===== src/rtl/tlb_pkg.sv =====
package tlb_pkg;
  typedef enum logic [1:0] {
    SLOT_REUSE = 2'd0,
    SLOT_FREE  = 2'd1,
    SLOT_OLD   = 2'd2,
    SLOT_NONE  = 2'd3
  } slot_kind_e;
endpackage


===== src/rtl/tlb_cam.sv =====
module tlb_cam #(
  parameter int ENTRIES = 64,
  parameter int VPN_W   = 20
) (
  input  logic                            clk,
  input  logic                            rst_n,
  input  logic [ENTRIES-1:0][VPN_W-1:0]   tag_tab,
  input  logic [ENTRIES-1:0]              live,
  input  logic [VPN_W-1:0]                key,
  output logic [ENTRIES-1:0]              match
);
  for (genvar g = 0; g < ENTRIES; g++) begin : g_cmp
    assign match[g] = live[g] && (tag_tab[g] == key);
  end

  // unique tags keep the parallel compare free of double matches
  p_unique_match_r7: assert property (@(posedge clk) disable iff (!rst_n)
    $onehot0(match));
endmodule


===== src/rtl/tlb_victim.sv =====
module tlb_victim
  import tlb_pkg::*;
#(
  parameter int ENTRIES = 64
) (
  input  logic               clk,
  input  logic               rst_n,
  input  logic [ENTRIES-1:0] same_tag,
  input  logic [ENTRIES-1:0] live,
  input  logic [ENTRIES-1:0] refd,
  output logic [ENTRIES-1:0] sel,
  output slot_kind_e         kind
);
  logic [ENTRIES-1:0] free_v, old_v;

  always_comb begin
    free_v = ~live;
    old_v  = ~refd;
    if (|same_tag) begin
      sel  = same_tag;
      kind = SLOT_REUSE;
    end else if (|free_v) begin
      sel  = free_v & (~free_v + 1'b1);
      kind = SLOT_FREE;
    end else if (|old_v) begin
      sel  = old_v & (~old_v + 1'b1);
      kind = SLOT_OLD;
    end else begin
      sel  = {{(ENTRIES-1){1'b0}}, 1'b1};
      kind = SLOT_NONE;
    end
  end

  p_sel_onehot_r5: assert property (@(posedge clk) disable iff (!rst_n)
    $onehot(sel));
  p_free_slot_r4: assert property (@(posedge clk) disable iff (!rst_n)
    (kind == SLOT_FREE) |-> ((sel & live) == '0));
  p_old_slot_r5: assert property (@(posedge clk) disable iff (!rst_n)
    (kind == SLOT_OLD) |-> ((sel & refd) == '0) && (&live));
endmodule


===== src/rtl/tlb_assoc.sv =====
module tlb_assoc
  import tlb_pkg::*;
#(
  parameter int ENTRIES = 64,
  parameter int VPN_W   = 20,
  parameter int PPN_W   = 16
) (
  input  logic             clk,
  input  logic             rst_n,
  input  logic             lk_req,
  input  logic             lk_write,
  input  logic [VPN_W-1:0] lk_vpn,
  output logic             lk_hit,
  output logic             lk_fault,
  output logic [PPN_W-1:0] lk_ppn,
  input  logic             fill_en,
  input  logic [VPN_W-1:0] fill_vpn,
  input  logic [PPN_W-1:0] fill_ppn,
  input  logic             fill_rw,
  input  logic             flush
);
  logic [ENTRIES-1:0]             valid_q, valid_d;
  logic [ENTRIES-1:0]             ref_q, ref_d;
  logic [ENTRIES-1:0]             rw_q;
  logic [ENTRIES-1:0][VPN_W-1:0]  vpn_q;
  logic [ENTRIES-1:0][PPN_W-1:0]  ppn_q;
  logic [ENTRIES-1:0]             lk_match, fill_match, fill_sel, ref_set, ref_acc;
  logic [ENTRIES-1:0]             wr_en;
  slot_kind_e                     fill_kind;
  logic                           any_match, ro_match;

  tlb_cam #(.ENTRIES(ENTRIES), .VPN_W(VPN_W)) u_cam_lk (
    .clk(clk), .rst_n(rst_n), .tag_tab(vpn_q), .live(valid_q),
    .key(lk_vpn), .match(lk_match));

  tlb_cam #(.ENTRIES(ENTRIES), .VPN_W(VPN_W)) u_cam_fill (
    .clk(clk), .rst_n(rst_n), .tag_tab(vpn_q), .live(valid_q),
    .key(fill_vpn), .match(fill_match));

  tlb_victim #(.ENTRIES(ENTRIES)) u_victim (
    .clk(clk), .rst_n(rst_n), .same_tag(fill_match), .live(valid_q),
    .refd(ref_q), .sel(fill_sel), .kind(fill_kind));

  // lookup result: one-hot match reduces by OR
  always_comb begin
    lk_ppn   = '0;
    ro_match = 1'b0;
    for (int i = 0; i < ENTRIES; i++) begin
      if (lk_match[i]) begin
        lk_ppn   = lk_ppn | ppn_q[i];
        ro_match = ro_match | ~rw_q[i];
      end
    end
    any_match = |lk_match;
    lk_fault  = any_match && lk_write && ro_match;
    lk_hit    = any_match && !lk_fault;
  end

  // next state
  always_comb begin
    wr_en   = (fill_en && !flush) ? fill_sel : '0;
    ref_set = (lk_req ? lk_match : '0) | (fill_en ? fill_sel : '0);
    ref_acc = ref_q | ref_set;
    if (flush) begin
      valid_d = '0;
      ref_d   = '0;
    end else begin
      valid_d = valid_q | wr_en;
      ref_d   = (&ref_acc) ? '0 : ref_acc;
    end
  end

  // registers
  always_ff @(posedge clk or negedge rst_n) begin
    if (!rst_n) begin
      valid_q <= '0;
      ref_q   <= '0;
    end else begin
      valid_q <= valid_d;
      ref_q   <= ref_d;
    end
  end

  for (genvar g = 0; g < ENTRIES; g++) begin : g_ent
    always_ff @(posedge clk) begin
      if (wr_en[g]) begin
        vpn_q[g] <= fill_vpn;
        ppn_q[g] <= fill_ppn;
        rw_q[g]  <= fill_rw;
      end
    end
  end

  p_hit_fault_excl_r3: assert property (@(posedge clk) disable iff (!rst_n)
    !(lk_hit && lk_fault));
  p_miss_zero_r2: assert property (@(posedge clk) disable iff (!rst_n)
    (!lk_hit && !lk_fault) |-> (lk_ppn == '0));
  p_flush_empty_r8: assert property (@(posedge clk) disable iff (!rst_n)
    flush |=> (valid_q == '0) && (ref_q == '0));
  p_fill_lands_r4: assert property (@(posedge clk) disable iff (!rst_n)
    (fill_en && !flush) |=> ((valid_q & $past(fill_sel)) == $past(fill_sel)));
  p_ref_never_full_r6: assert property (@(posedge clk) disable iff (!rst_n)
    !(&ref_q));
  p_live_grows_r4: assert property (@(posedge clk) disable iff (!rst_n)
    !flush |=> ($countones(valid_q) >= $countones($past(valid_q))));
endmodule


===== config.mk =====
export PLATFORM = sky130hd
export DESIGN_NAME = tlb_assoc
export DESIGN_NICKNAME = d
export VERILOG_FILES = /design/src/rtl/tlb_pkg.sv /design/src/rtl/tlb_cam.sv /design/src/rtl/tlb_victim.sv /design/src/rtl/tlb_assoc.sv
export SDC_FILE = /design/constraint.sdc
export NUM_CORES = 2
export LEC_CHECK = 0
export BUFFER_PORTS_ARGS = -buffer_cell sky130_fd_sc_hd__buf_2
export CAP_MARGIN = 20
export CORE_ASPECT_RATIO = 1.1
export CORE_MARGIN = 1.5
export CORE_UTILIZATION = 25
export CTS_CLUSTER_SIZE = 28
export DETAILED_ROUTE_END_ITERATION = 7
export PLACE_DENSITY = 0.49
export RECOVER_POWER = 100
export SYNTH_ARGS = -nofsm -noshare
export SYNTH_HDL_FRONTEND = slang
export SYNTH_SLANG_ARGS = --single-unit

===== constraint.sdc =====
create_clock -name clk -period 6.95 [get_ports clk]
set_clock_uncertainty 0.1 [all_clocks]
set_input_delay 0.3475 -clock clk [delete_from_list [all_inputs] [get_ports clk]]
set_output_delay 0.3475 -clock clk [all_outputs]
set_load 0.1 [all_outputs]

# ---- Word level (Yosys, flattened, before mapping)
# Cells that the tools add are included.
dict set report word_totals {
  out_inout_bits 18
  ff_bits 2496
  in_bits 63
  wordCells 799
}
dict set report op_classes {
  bitwise_logic 199
  add_sub_neg 2
  n_eq_ne 128
  mux 137
  n_reduce_logical 139
}
# operator count
set ops {}
lappend ops {{equality test 20 bit} 128}
lappend ops {{two-way mux 16 bit} 64}
lappend ops {{OR 16 bit} 63}
lappend ops {{two-way mux 64 bit} 9}
lappend ops {{inverter 64 bit} 4}
lappend ops {{OR reduction 64 bit} 4}
lappend ops {{OR 64 bit} 3}
lappend ops {{logical AND 1 bit} 132}
lappend ops {{adder 64 x 1 -> 64 bit, second input constant} 2}
lappend ops {{AND 64 bit} 2}
lappend ops {{two-way mux 1 bit} 64}
lappend ops {{inverter 1 bit} 64}
lappend ops {{AND reduction 64 bit} 1}
lappend ops {{OR 1 bit} 63}
lappend ops {{zero test 1 bit} 2}

# ---- Depth between registers and ports, before layout
dict set report depth {
  word_depth 132
  depth_mapped 18
  ltp_nobuf 12
}

# ---- By module
# A second synthesis with hierarchy kept.
dict set report hier_totals {
  hier_cells 7936
  area_unflattened_um2 116013.8
}
# module cells_each area_each_um2 seq_area_each_um2 n_inst
set by_module_without_submodules {}
lappend by_module_without_submodules {tlb_assoc 3708 82635.5 74311.3 1}
lappend by_module_without_submodules {tlb_cam 1868 15258.4 0.0 2}
lappend by_module_without_submodules {tlb_victim 492 2861.5 0.0 1}

# ---- Least setup slack after synthesis
# No wires, ideal clock.
dict set report synth_timing {
  kind {input to register}
  from {input fill_vpn[16]}
  to {register ppn_q[176] (netlist name) (enable)}
  setup_ns 0.488
  arrival_ns 5.347
  stages 13
  slack_ns 1.015
  required_time_ns 6.362
  n_path_buf 5
  cell_sequence {buf_2 -> buf_4 -> buf_2 -> buf_4 -> xor2_1 -> nor4_1 -> nand4_1 -> nand4_1 -> nor4_1 -> and4_1 -> clkbuf_1 -> nand2_1 -> a211oi_1}
}
dict set report synth_between {
  elab_chain_len 5
  word_cells_on_any_way 131
  cone_classes {eq/ne (64); mux (2); reduce/logical (65)}
}
# item line_no
set synth_rtl {}
lappend synth_rtl {{start: declaration} tlb_assoc.sv:17} ;# input logic [VPN_W-1:0] fill_vpn,
lappend synth_rtl {{equality test 20 bit} tlb_cam.sv:13} ;# assign match[g] = live[g] && (tag_tab[g] == key);
lappend synth_rtl {{logical AND 1 bit} tlb_cam.sv:13}
lappend synth_rtl {{OR reduction 64 bit} tlb_victim.sv:19} ;# if (|same_tag) begin
lappend synth_rtl {{two-way mux 64 bit *} tlb_victim.sv:19}
lappend synth_rtl {{two-way mux 64 bit *} tlb_assoc.sv:61} ;# wr_en = (fill_en && !flush) ? fill_sel : '0;
lappend synth_rtl {{via wr_en[11]} tlb_assoc.sv:28} ;# logic [ENTRIES-1:0] wr_en;
lappend synth_rtl {{end signal: indexed assignment} tlb_assoc.sv:88} ;# ppn_q[g] <= fill_ppn;
lappend synth_rtl {{end: declaration} tlb_assoc.sv:26} ;# logic [ENTRIES-1:0][PPN_W-1:0] ppn_q;
# The timed path passes the listed nets; every way through them passes the cells marked *.
# A chain may end at the register's enable or synchronous reset.

# ---- Worst setup path in the final report
dict set report layout_timing {
  from {input fill_vpn[11]}
  to {register ppn_q[837] (netlist name) (enable)}
}
# The elaborated chain is that of the path after synthesis.

==> out/metrics.json <==
{
  "path_class": "in -> reg",
  "via_count": 81730,
  "route.detailed.drc": 6,
  "detailed_place.area_mm2": 0.1307,
  "critical_path.cell_chain": "dlygate4sd3_1 > clkbuf_8 > clkbuf_1 > clkbuf_1 > xnor2_1 > nand4_1 > nor4_1 > nand2_1 > nand4_1 > nor4_1 > buf_4 > nand4_1 > buf_4 > o21ai_0 > nand2_1 > nor2_1 > clkbuf_2",
  "crit-reg2reg-launch": "valid_q[49]$_DFF_PN0_",
  "timing.critical_path.fanout_max": 25,
  "hold_path.startpoint": "fill_vpn[7]",
  "holdPathEnd": "vpn_q[167]$_DFFE_PP_",
  "path_clk_slew_ps": 60,
  "ys.flop_type": "sky130_fd_sc_hd__edfxtp_1",
  "first_iter_violations": 11490,
  "cts.sink_count": 2496,
  "initial_core_util_pct": 25.09,
  "final.period_utilization_pct": 97.95,
  "dp_hpwl_mm": 371.6,
  "cts.hold.buffers_added": 28,
  "crit_path_max_incr_delay_ps": 1060,
  "cts_root_buffer": "sky130_fd_sc_hd__clkbuf_16",
  "cap_viol_max_count": 30,
  "antenna_found_initial": 54,
  "syn_area_per_cell_um2": 14.14,
  "vdd_drop_max_mv": 0.2097,
  "finalNonFillerCells": 15350,
  "synth.yosys.seq_area_share_pct": 63.56,
  "die_y_um": 720.3,
  "syn-num-nets": 8332,
  "grt_start_max_net_pins": 86,
  "cts_tree": "done",
  "number_of_top_level_design_ports": 81,
  "timing.critical_path.mode_cell": "sky130_fd_sc_hd__nand4_1",
  "yosysWarningCount": 0,
  "crit_path_top_delay_cell": "sky130_fd_sc_hd__nor4_1",
  "worst_hold_stages": 1,
  "cp_data_required_time_ps": 7220,
  "clock_path_buffers": 4,
  "globalRoute.totalOverflow": 0,
  "reg2reg_slack_ps": 760,
  "clk_lat_worst_skew_ps": 980,
  "failed_checks": "DRC, capacitance limit, slew limit",
  "setup_tns_ps": 0,
  "post_drt_wl_per_cell_um": 37.19,
  "io_buffers": 80,
  "grt.total_usage_pct": 23.43,
  "yosys_register_bits": 2496,
  "setup.worst_path.end_class": "register",
  "vias_per_cell": 5.323,
  "data_arrival_critical_path_ps": 7080,
  "stdcell_area_mm2": 0.1387,
  "cts-buffers-inserted": 292,
  "area_growth_syn_to_layout_pct": 18.64,
  "relSlewSlack_pct": -262.7,
  "final-setup-viol-count": 0,
  "timing.critical_path.buf_inv": 7,
  "postRouteAntennaNets": 0,
  "power_density_mw_per_mm2": 246.2,
  "floorplan.core_area_mm2": 0.4660,
  "cts_post_setup_buffers_inserted": 0,
  "hold_viol": 0,
  "first_pass_iters": 8,
  "post_cts_resized": 0,
  "cp-start-kind": "input port",
  "place_inst": 14780,
  "maxClockFrequency_ghz": 0.1469,
  "synth_enable_flop_cells": 2368,
  "power.static_leakage_nw": 43.53,
  "drive_above_1_share_pct": 11.63,
  "asyncSetResetFlopFracSynth_pct": 5.128,
  "max_slew.worst_pin.slew_ps": 5441,
  "first_global_vias": 80430,
  "gp_congestion": 0.9914,
  "outcome": "finished with violations",
  "yosysUniqueCellTypes": 78,
  "dieArea_mm2": 0.4718,
  "hold_crit_class": "in -> reg",
  "synth_area_mm2": 0.1169,
  "final_period_minus_worst_setup_slack_ps": 6807,
  "crit_family": "buffers and inverters",
  "finish.net_count": 8939,
  "drt_wl_total_mm": 571.1,
  "slew_viol_final": 1525,
  "cts-htree-levels": 5,
  "postSynthCellCount": 8269,
  "worstRegToRegCells": 12,
  "dieWidth_um": 655.1,
  "grt_first_pass_wirelength_mm": 752.8,
  "number_of_rows_in_the_core_area": 263,
  "grt_setup_unrepaired": "no",
  "timing.rr.end": "ppn_q[861]$_DFFE_PP_",
  "top_library_cells_by_usage_in_the_layout_fill_and_taps_aside": "sky130_fd_sc_hd__edfxtp_1 (2368), sky130_fd_sc_hd__xnor2_1 (1426), sky130_fd_sc_hd__xor2_1 (1129), sky130_fd_sc_hd__nand4_1 (513), sky130_fd_sc_hd__buf_4 (330)",
  "layout.cells.most_common": "sky130_fd_sc_hd__edfxtp_1"
}
through the flow:
stage	utilization [%]	setup WS [ps]	hold slack [ps]	power, W
after floorplan	-	1015	-48.09	0.01781
after global placement	28.04	501.2	455.5	0.01893
after detailed placement	28.06	738.4	457.3	0.01892
after CTS	30.12	1120	3.769	0.03435
after global routing	29.76	404.9	102.1	0.03489
final	29.77	142.7	185.9	0.03415
flip-flops by register name, summed over array words and instances, names as in the netlist:
register and count:
vpn_q 1280, valid_q 64, ref_q 64, rw_q 64, ppn_q 1024
worst max-delay path by stage:
stage / from / end / slack (ps) / depth (start not counted)
2_1_floorplan: fill_vpn[16] / ppn_q[176]$_DFFE_PP_ / 1020 / 13
3_3_place_gp: fill_vpn[7] / ref_q[58]$_DFF_PN0_ / 500 / 18
3_5_place_dp: fill_vpn[14] / ref_q[58]$_DFF_PN0_ / 740 / 18
4_1_cts: fill_vpn[14] / ref_q[29]$_DFF_PN0_ / 1120 / 19
5_1_grt: vpn_q[275]$_DFFE_PP_ / lk_ppn[13] / 400 / 8
6_report: fill_vpn[11] / ppn_q[837]$_DFFE_PP_ / 140 / 17
logic make-up after synthesis:
family,count (synthesis),synth area share (%)
AO/OA/AOI/OAI,946,6.368
XOR/XNOR,2555,19.14
buffers and inverters,573,2.261
flip-flops,2496,63.56
AND/OR/NAND/NOR,1699,8.675
synthesized netlist by cell type (all sizes together) (5+ instances only):
master,count,area (um2)
a31oi,10,62.56
nor4,383,2618
o22ai,35,219.0
buf,296,1604
o21a,15,112.6
o41ai,7,61.31
o32ai,12,105.1
or2,8,50.05
a221oi,273,2391
dfrtp,128,3203
nor3b,5,37.54
and2,9,56.30
nand2b,18,112.6
or3,11,68.82
a21o,16,120.1
a22o,259,2268
nand2,111,416.7
a22oi,5,37.54
a211oi,15,112.6
o2bb2ai,5,43.79
nand3,127,635.6
o31ai,7,52.55
nand4,514,3222
xnor2,1426,12490
nand4b,5,50.04
nor3,169,1157
o32a,8,80.08
xor2,1129,9888
or4,31,240.2
o31a,10,87.58
edfxtp,2368,71110
clkbuf,139,521.8
a211o,5,43.79
a41oi,16,140.1
a221o,22,220.2
a21oi,124,620.6
a21boi,5,37.54
nor2b,17,106.4
inv,138,518.0
nor2,217,817.0
and4,15,131.4
and3,40,250.2
o221ai,5,43.79
o21ai,62,310.3
layer usage:
metal / part of all wire [%] / vias to the layer above / GRT usage [%] / wire length (um)
met3: 8.4 / 1228 / 3.796 / 47820
met5: 0.025 / - / 0 / 140
met2: 45 / 4863 / 37.34 / 258200
met4: 5.7 / 22 / 10.85 / 32710
met1: 41 / 42970 / 31.09 / 232200
li1: - / 32650 / - / -
report_power, final:
group	switching [W]	internal [W]	total, W
clock network	0.00663	0.00891	0.0155
logic	0.00149	0.000606	0.00210
registers	0.0000126	0.0165	0.0165
area by class of cell:
| class | instances | area, um2 |
|---|---|---|
| Antenna cell | 19 | 47.55 |
| Clock buffer | 363 | 7795 |
| Clock inverter | 163 | 1548 |
| Fill cell | 47010 | 327200 |
| Inverter | 138 | 518.0 |
| Multi-Input combinational cell | 5200 | 40430 |
| Sequential cell | 2496 | 74310 |
| Tap cell | 6227 | 7791 |
| Timing Repair Buffer | 748 | 6277 |
worst reg2reg max path: stages, from the launching register on:
cell and delay [ps]:
sky130_fd_sc_hd__dfrtp_1 600, sky130_fd_sc_hd__nand4_2 330, sky130_fd_sc_hd__or4_4 630, sky130_fd_sc_hd__nor3_4 370
sky130_fd_sc_hd__nand4_1 320, sky130_fd_sc_hd__or2_1 460, sky130_fd_sc_hd__buf_4 250, sky130_fd_sc_hd__or4_4 580
sky130_fd_sc_hd__o32a_1 240, sky130_fd_sc_hd__nor2_1 290, sky130_fd_sc_hd__nor2_1 110, sky130_fd_sc_hd__nor2_1 450
sky130_fd_sc_hd__clkbuf_2 1000
No activity file was read; power rests on OpenSTA's default activity.
